$ cat config.mk
export PLATFORM = sky130hd
export DESIGN_NAME = addr_range_bkpt
export DESIGN_NICKNAME = d
export VERILOG_FILES = /design/src/rtl/addr_range_bkpt.sv
export SDC_FILE = /design/constraint.sdc
export NUM_CORES = 1
export LEC_CHECK = 0
export ABC_AREA = 1
export BUFFER_PORTS_ARGS = -buffer_cell sky130_fd_sc_hd__buf_4
export CORE_MARGIN = 4
export CORE_UTILIZATION = 36
export CTS_CLUSTER_DIAMETER = 50
export DETAILED_ROUTE_END_ITERATION = 8
export SYNTH_ARGS = -nofsm -noshare
export SYNTH_HDL_FRONTEND = slang
export SYNTH_SLANG_ARGS = --single-unit
$ cat constraint.sdc
create_clock -name clk -period 1.88 [get_ports clk]
set_input_delay 0.376 -clock clk [delete_from_list [all_inputs] [get_ports clk]]
set_output_delay 0.376 -clock clk [all_outputs]
set_load 0.01 [all_outputs]
$ cat src/rtl/addr_range_bkpt.sv
module addr_range_bkpt #(
  parameter int AW = 16,
  parameter int CW = 24
) (
  input  logic          clk,
  input  logic          rst_n,
  input  logic          acc_valid,
  input  logic [AW-1:0] acc_addr,
  input  logic          acc_rd,
  input  logic          acc_wr,
  input  logic          reg_we,
  input  logic [2:0]    reg_sel,
  input  logic [CW-1:0] reg_wdata,
  output logic [CW-1:0] reg_rdata,
  output logic          debug_req
);
  localparam logic [2:0] SEL_HI = 3'd0, SEL_LO = 3'd1, SEL_EV = 3'd2,
                         SEL_CNT = 3'd3, SEL_CLR = 3'd4, SEL_STAT = 3'd5;

  logic [AW-1:0] hi_q, lo_q, addr_q;
  logic [3:0]    evsel_q;
  logic [CW-1:0] cnt_q;
  logic          vld_q, rd_q, wr_q, armed_q, sticky_q;
  logic          range_ok, type_ok;

  wire le_hi  = addr_q <= hi_q;
  wire ge_lo  = addr_q >= lo_q;
  wire cnt_wr = reg_we && (reg_sel == SEL_CNT || reg_sel == SEL_CLR);
  wire st_clr = reg_we && reg_sel == SEL_STAT && reg_wdata[0];

  always_comb begin
    case (evsel_q[3:2])
      2'b00:   range_ok = le_hi && ge_lo;
      2'b01:   range_ok = !(le_hi && ge_lo);
      2'b10:   range_ok = le_hi;
      default: range_ok = ge_lo;
    endcase
    case (evsel_q[1:0])
      2'b00:   type_ok = 1'b0;
      2'b01:   type_ok = rd_q;
      2'b10:   type_ok = wr_q;
      default: type_ok = rd_q || wr_q;
    endcase
  end

  wire event_ok = vld_q && type_ok && range_ok && armed_q && !cnt_wr;
  wire fire     = event_ok && (cnt_q == '0);

  always_ff @(posedge clk or negedge rst_n) begin
    if (!rst_n) begin
      addr_q <= '0;
      vld_q  <= 1'b0;
      rd_q   <= 1'b0;
      wr_q   <= 1'b0;
    end else begin
      vld_q <= acc_valid;
      rd_q  <= acc_valid && acc_rd;
      wr_q  <= acc_valid && acc_wr;
      if (acc_valid) addr_q <= acc_addr;
    end
  end

  always_ff @(posedge clk or negedge rst_n) begin
    if (!rst_n) begin
      hi_q    <= '0;
      lo_q    <= '0;
      evsel_q <= '0;
    end else if (reg_we) begin
      if (reg_sel == SEL_HI) hi_q    <= reg_wdata[AW-1:0];
      if (reg_sel == SEL_LO) lo_q    <= reg_wdata[AW-1:0];
      if (reg_sel == SEL_EV) evsel_q <= reg_wdata[3:0];
    end
  end

  always_ff @(posedge clk or negedge rst_n) begin
    if (!rst_n) begin
      cnt_q     <= '0;
      armed_q   <= 1'b1;
      debug_req <= 1'b0;
      sticky_q  <= 1'b0;
    end else begin
      debug_req <= fire;
      if (cnt_wr) begin
        cnt_q   <= (reg_sel == SEL_CNT) ? reg_wdata : '0;
        armed_q <= 1'b1;
      end else if (fire) begin
        armed_q <= 1'b0;
      end else if (event_ok) begin
        cnt_q <= cnt_q - 1'b1;
      end
      if (fire)        sticky_q <= 1'b1;
      else if (st_clr) sticky_q <= 1'b0;
    end
  end

  always_comb begin
    case (reg_sel)
      SEL_HI:           reg_rdata = CW'(hi_q);
      SEL_LO:           reg_rdata = CW'(lo_q);
      SEL_EV:           reg_rdata = CW'(evsel_q);
      SEL_CNT, SEL_CLR: reg_rdata = cnt_q;
      SEL_STAT:         reg_rdata = CW'(sticky_q);
      default:          reg_rdata = '0;
    endcase
  end
endmodule

==> results.sh <==
export IMPL_pin_count=74
export IMPL_diodes=0
export IMPL_reg2reg_from="addr_q[9]"
export IMPL_grt_pass1_wl_microns=26300
export IMPL_hold_viol=0
export IMPL_clock_latency_ns=0.35
export IMPL_htreeDepth=3
export IMPL_pwr_density_cell_nw_per_um2=1090
export IMPL_p_total_mw=8.02
export IMPL_grt_max_degree=42
export IMPL_core_rowCount=43
export IMPL_yosysTopAreaCellShare_pct=39.0
export IMPL_setup_worst_path_start="addr_q[9]"
export IMPL_track_usage_pct=20.3
export IMPL_hpwl_microns=11700
export IMPL_failed_checks="negative setup slack"
export IMPL_synth_top_cell_by_area="dfrtp_1"
export IMPL_nNetsFinal=925
export IMPL_gp_congestion=0.848
export IMPL_critPathArrivalTime_ns=2.51
export IMPL_rsz0062_at_grt="true"
export IMPL_crit_fanout=6
export IMPL_clk_pin_slew_ns=0.06
export IMPL_numPortBuffers=73
export IMPL_clock_fmax_ghz=0.440
export IMPL_max_slew_margin_rel_pct=75.9
export IMPL_max_cap_viol_count=0
export IMPL_drtPass1Iterations=6
export IMPL_cp_end_kind="flop"
export IMPL_synthTopCellsByArea="dfrtp_1, nand2_1, ha_1"
export IMPL_cts_tree="done"
export IMPL_synth_seq_cells=82
export IMPL_hold_start="acc_rd"
export IMPL_drt_wl_total_microns=16300
export IMPL_avgRoutedWirePerCell_microns=15.8
export IMPL_antenna_found_initial=0
export IMPL_layout_drive_gt1_share_pct=33.0
export IMPL_viasPerCell=5.08
export IMPL_fin_ws_ns=-0.393
export IMPL_stdcell_count=1028
export IMPL_cts_sinks=82
export IMPL_leakage_nw=3.69
export IMPL_syn_avg_cell_area_sq_um=7.57
export IMPL_coreArea_sq_um=14000
export IMPL_layout_common_cells="nand2_1, buf_4, inv_1, dfrtp_1, o21ai_0"
export IMPL_min_period_over_period_pct=121
export IMPL_gr_total_overflow=0
export IMPL_syn_to_final_growth_pct=42.1
export IMPL_worstMarginPinSlew_ns=0.360
export IMPL_setup_violations_final=27
export IMPL_fin_skew_ns=0.00688
export IMPL_ir_drop_mv=0.590
export IMPL_postSynthCellCount=686
export IMPL_final_min_clock_period_ns=2.27
export IMPL_clk_path_buf_depth=2
export IMPL_dp_cells=997
export IMPL_cts_root_buf="clkbuf_16"
export IMPL_vias=5226
export IMPL_synth_cell_types=38
export IMPL_dieArea_sq_um=16400
export IMPL_ys_seq_area_share_pct=39.5
export IMPL_crit_type="flop to flop"
export IMPL_startpoint_type="flop"
export IMPL_initialDrtViolationCount=449
export IMPL_die_x_microns=128
export IMPL_synth_nets=768
export IMPL_initial_core_util_pct=37.1
export IMPL_fp_dieH_microns=128
export IMPL_synth_area_sq_um=5190
export IMPL_final_common_cell="nand2_1"
export IMPL_outcome="finished with violations"
export IMPL_antenna_left=0
export IMPL_cts_made_buffers=9
export IMPL_final_max_slew_viol_count=0
export IMPL_grt_pass1_vias=5260
export IMPL_yosys_warnings=0
export IMPL_drc=0
export IMPL_min_path_type="input pin to flop"
export IMPL_worstPathRequired_ns=2.12
==> worst max-delay path, stage by stage (launching register included) <==
cell and delay [ns]:
dfrtp_2 0.44, ha_4 0.27, nand4_1 0.12, nor3_2 0.29
nand2_1 0.10, nand2_2 0.07, nand2_2 0.06, nand2_1 0.06
nand2_1 0.05, nand2_1 0.07, nand3_2 0.10, nand2_4 0.13
buf_6 0.15, nand2_8 0.09, nand2_2 0.09, nand2_2 0.04
==> through the flow <==
stage | instance area, sq um | utilization (%) | worst slack (ns) | setup TNS, ns | hold WS [ns]
floorplan | 5210 | - | -0.0133 | -0.244 | 0.0804
global placement | 6560 | 46.9 | -0.254 | -6.90 | 0.306
detailed placement | 6560 | 46.9 | -0.317 | -8.52 | 0.310
CTS | 7180 | 51.3 | -0.302 | -7.57 | 0.197
global route | 7380 | 52.7 | -0.552 | -13.90 | 0.204
finish | 7380 | 52.7 | -0.393 | -9.62 | 0.205
==> cells by family after synthesis <==
kind of cell | share of synthesized area, %
fa+ha+maj | 7.95
compound gates | 12.8
flops | 39.5
xor+xnor | 1.69
buf+inv | 9.64
simple gates | 25.1
mux | 3.25
==> final timing paths <==
| check | to | slack [ns] | cells past startpoint |
|---|---|---|---|
| max in group asynchronous | addr_q[9] | 0.79 | 3 |
| min in group asynchronous | evsel_q[0] | 0.48 | 2 |
| hold reg to reg | hi_q[15] | 0.49 | 2 |
| hold / removal | rd_q | 0.20 | 3 |
| setup / recovery | cnt_q[9] | -0.39 | 15 |
| setup reg to reg | cnt_q[9] | -0.39 | 15 |
==> area by class of cell <==
cell class	count	area, sq um
Fill cell	1316	6610
Multi-Input combinational cell	481	3030
Sequential cell	82	2060
Timing Repair Buffer	165	1380
Inverter	104	390
Clock buffer	11	243
Tap cell	180	225
Clock inverter	5	53.8
==> metal layers <==
| metal | global-route usage [%] | part of all wire [%] | wire (microns) | vias up |
|---|---|---|---|---|
| met5 | 0 | 0 | 0 | - |
| met4 | 6.62 | 2.3 | 367 | 0 |
| met3 | 4.25 | 6.6 | 1080 | 27 |
| met2 | 33.3 | 48 | 7750 | 196 |
| met1 | 26.9 | 44 | 7090 | 2445 |
| li1 | - | - | - | 2558 |
==> cell usage after synthesis (all sizes together) <==
master and number:
nor2 49, a21o 2, inv 104, nor4 2, nand2 184, ha 33, clkbuf 14, o21ai 64
buf 8, o2111ai 1, o221ai 12, nor3 11, a31oi 1, nand3 48, o22ai 9, a22oi 1
a21oi 22, mux2 15, or2 2, dfrtp 81, nand4 8, dfstp 1, and3 1, o32ai 2
o31ai 1, xor2 10
==> registers in the layout, indices dropped and copies added (netlist names) <==
name       flops
hi_q          16
wr_q           1
sticky_q       1
lo_q          16
addr_q        16
debug_req      1
vld_q          1
rd_q           1
evsel_q        4
cnt_q         24
armed_q        1
==> timing repair <==
action	CTS	global route
pin swaps	12	12
hold buffers	1	0
endpoints found under the setup margin	42	41
buffers inserted	8	5
cloned	3	1
hold endpoints to repair	22	0
gates resized for setup	45	44
==> report_power, final <==
group	leakage, nW	internal, mW	switching [mW]	total (mW)
sequential	1.03	2.16	0.371	2.53
combinational	2.51	1.66	2.04	3.70
clock	0.149	1.06	0.730	1.79
No activity file was read; power rests on OpenSTA's default activity.
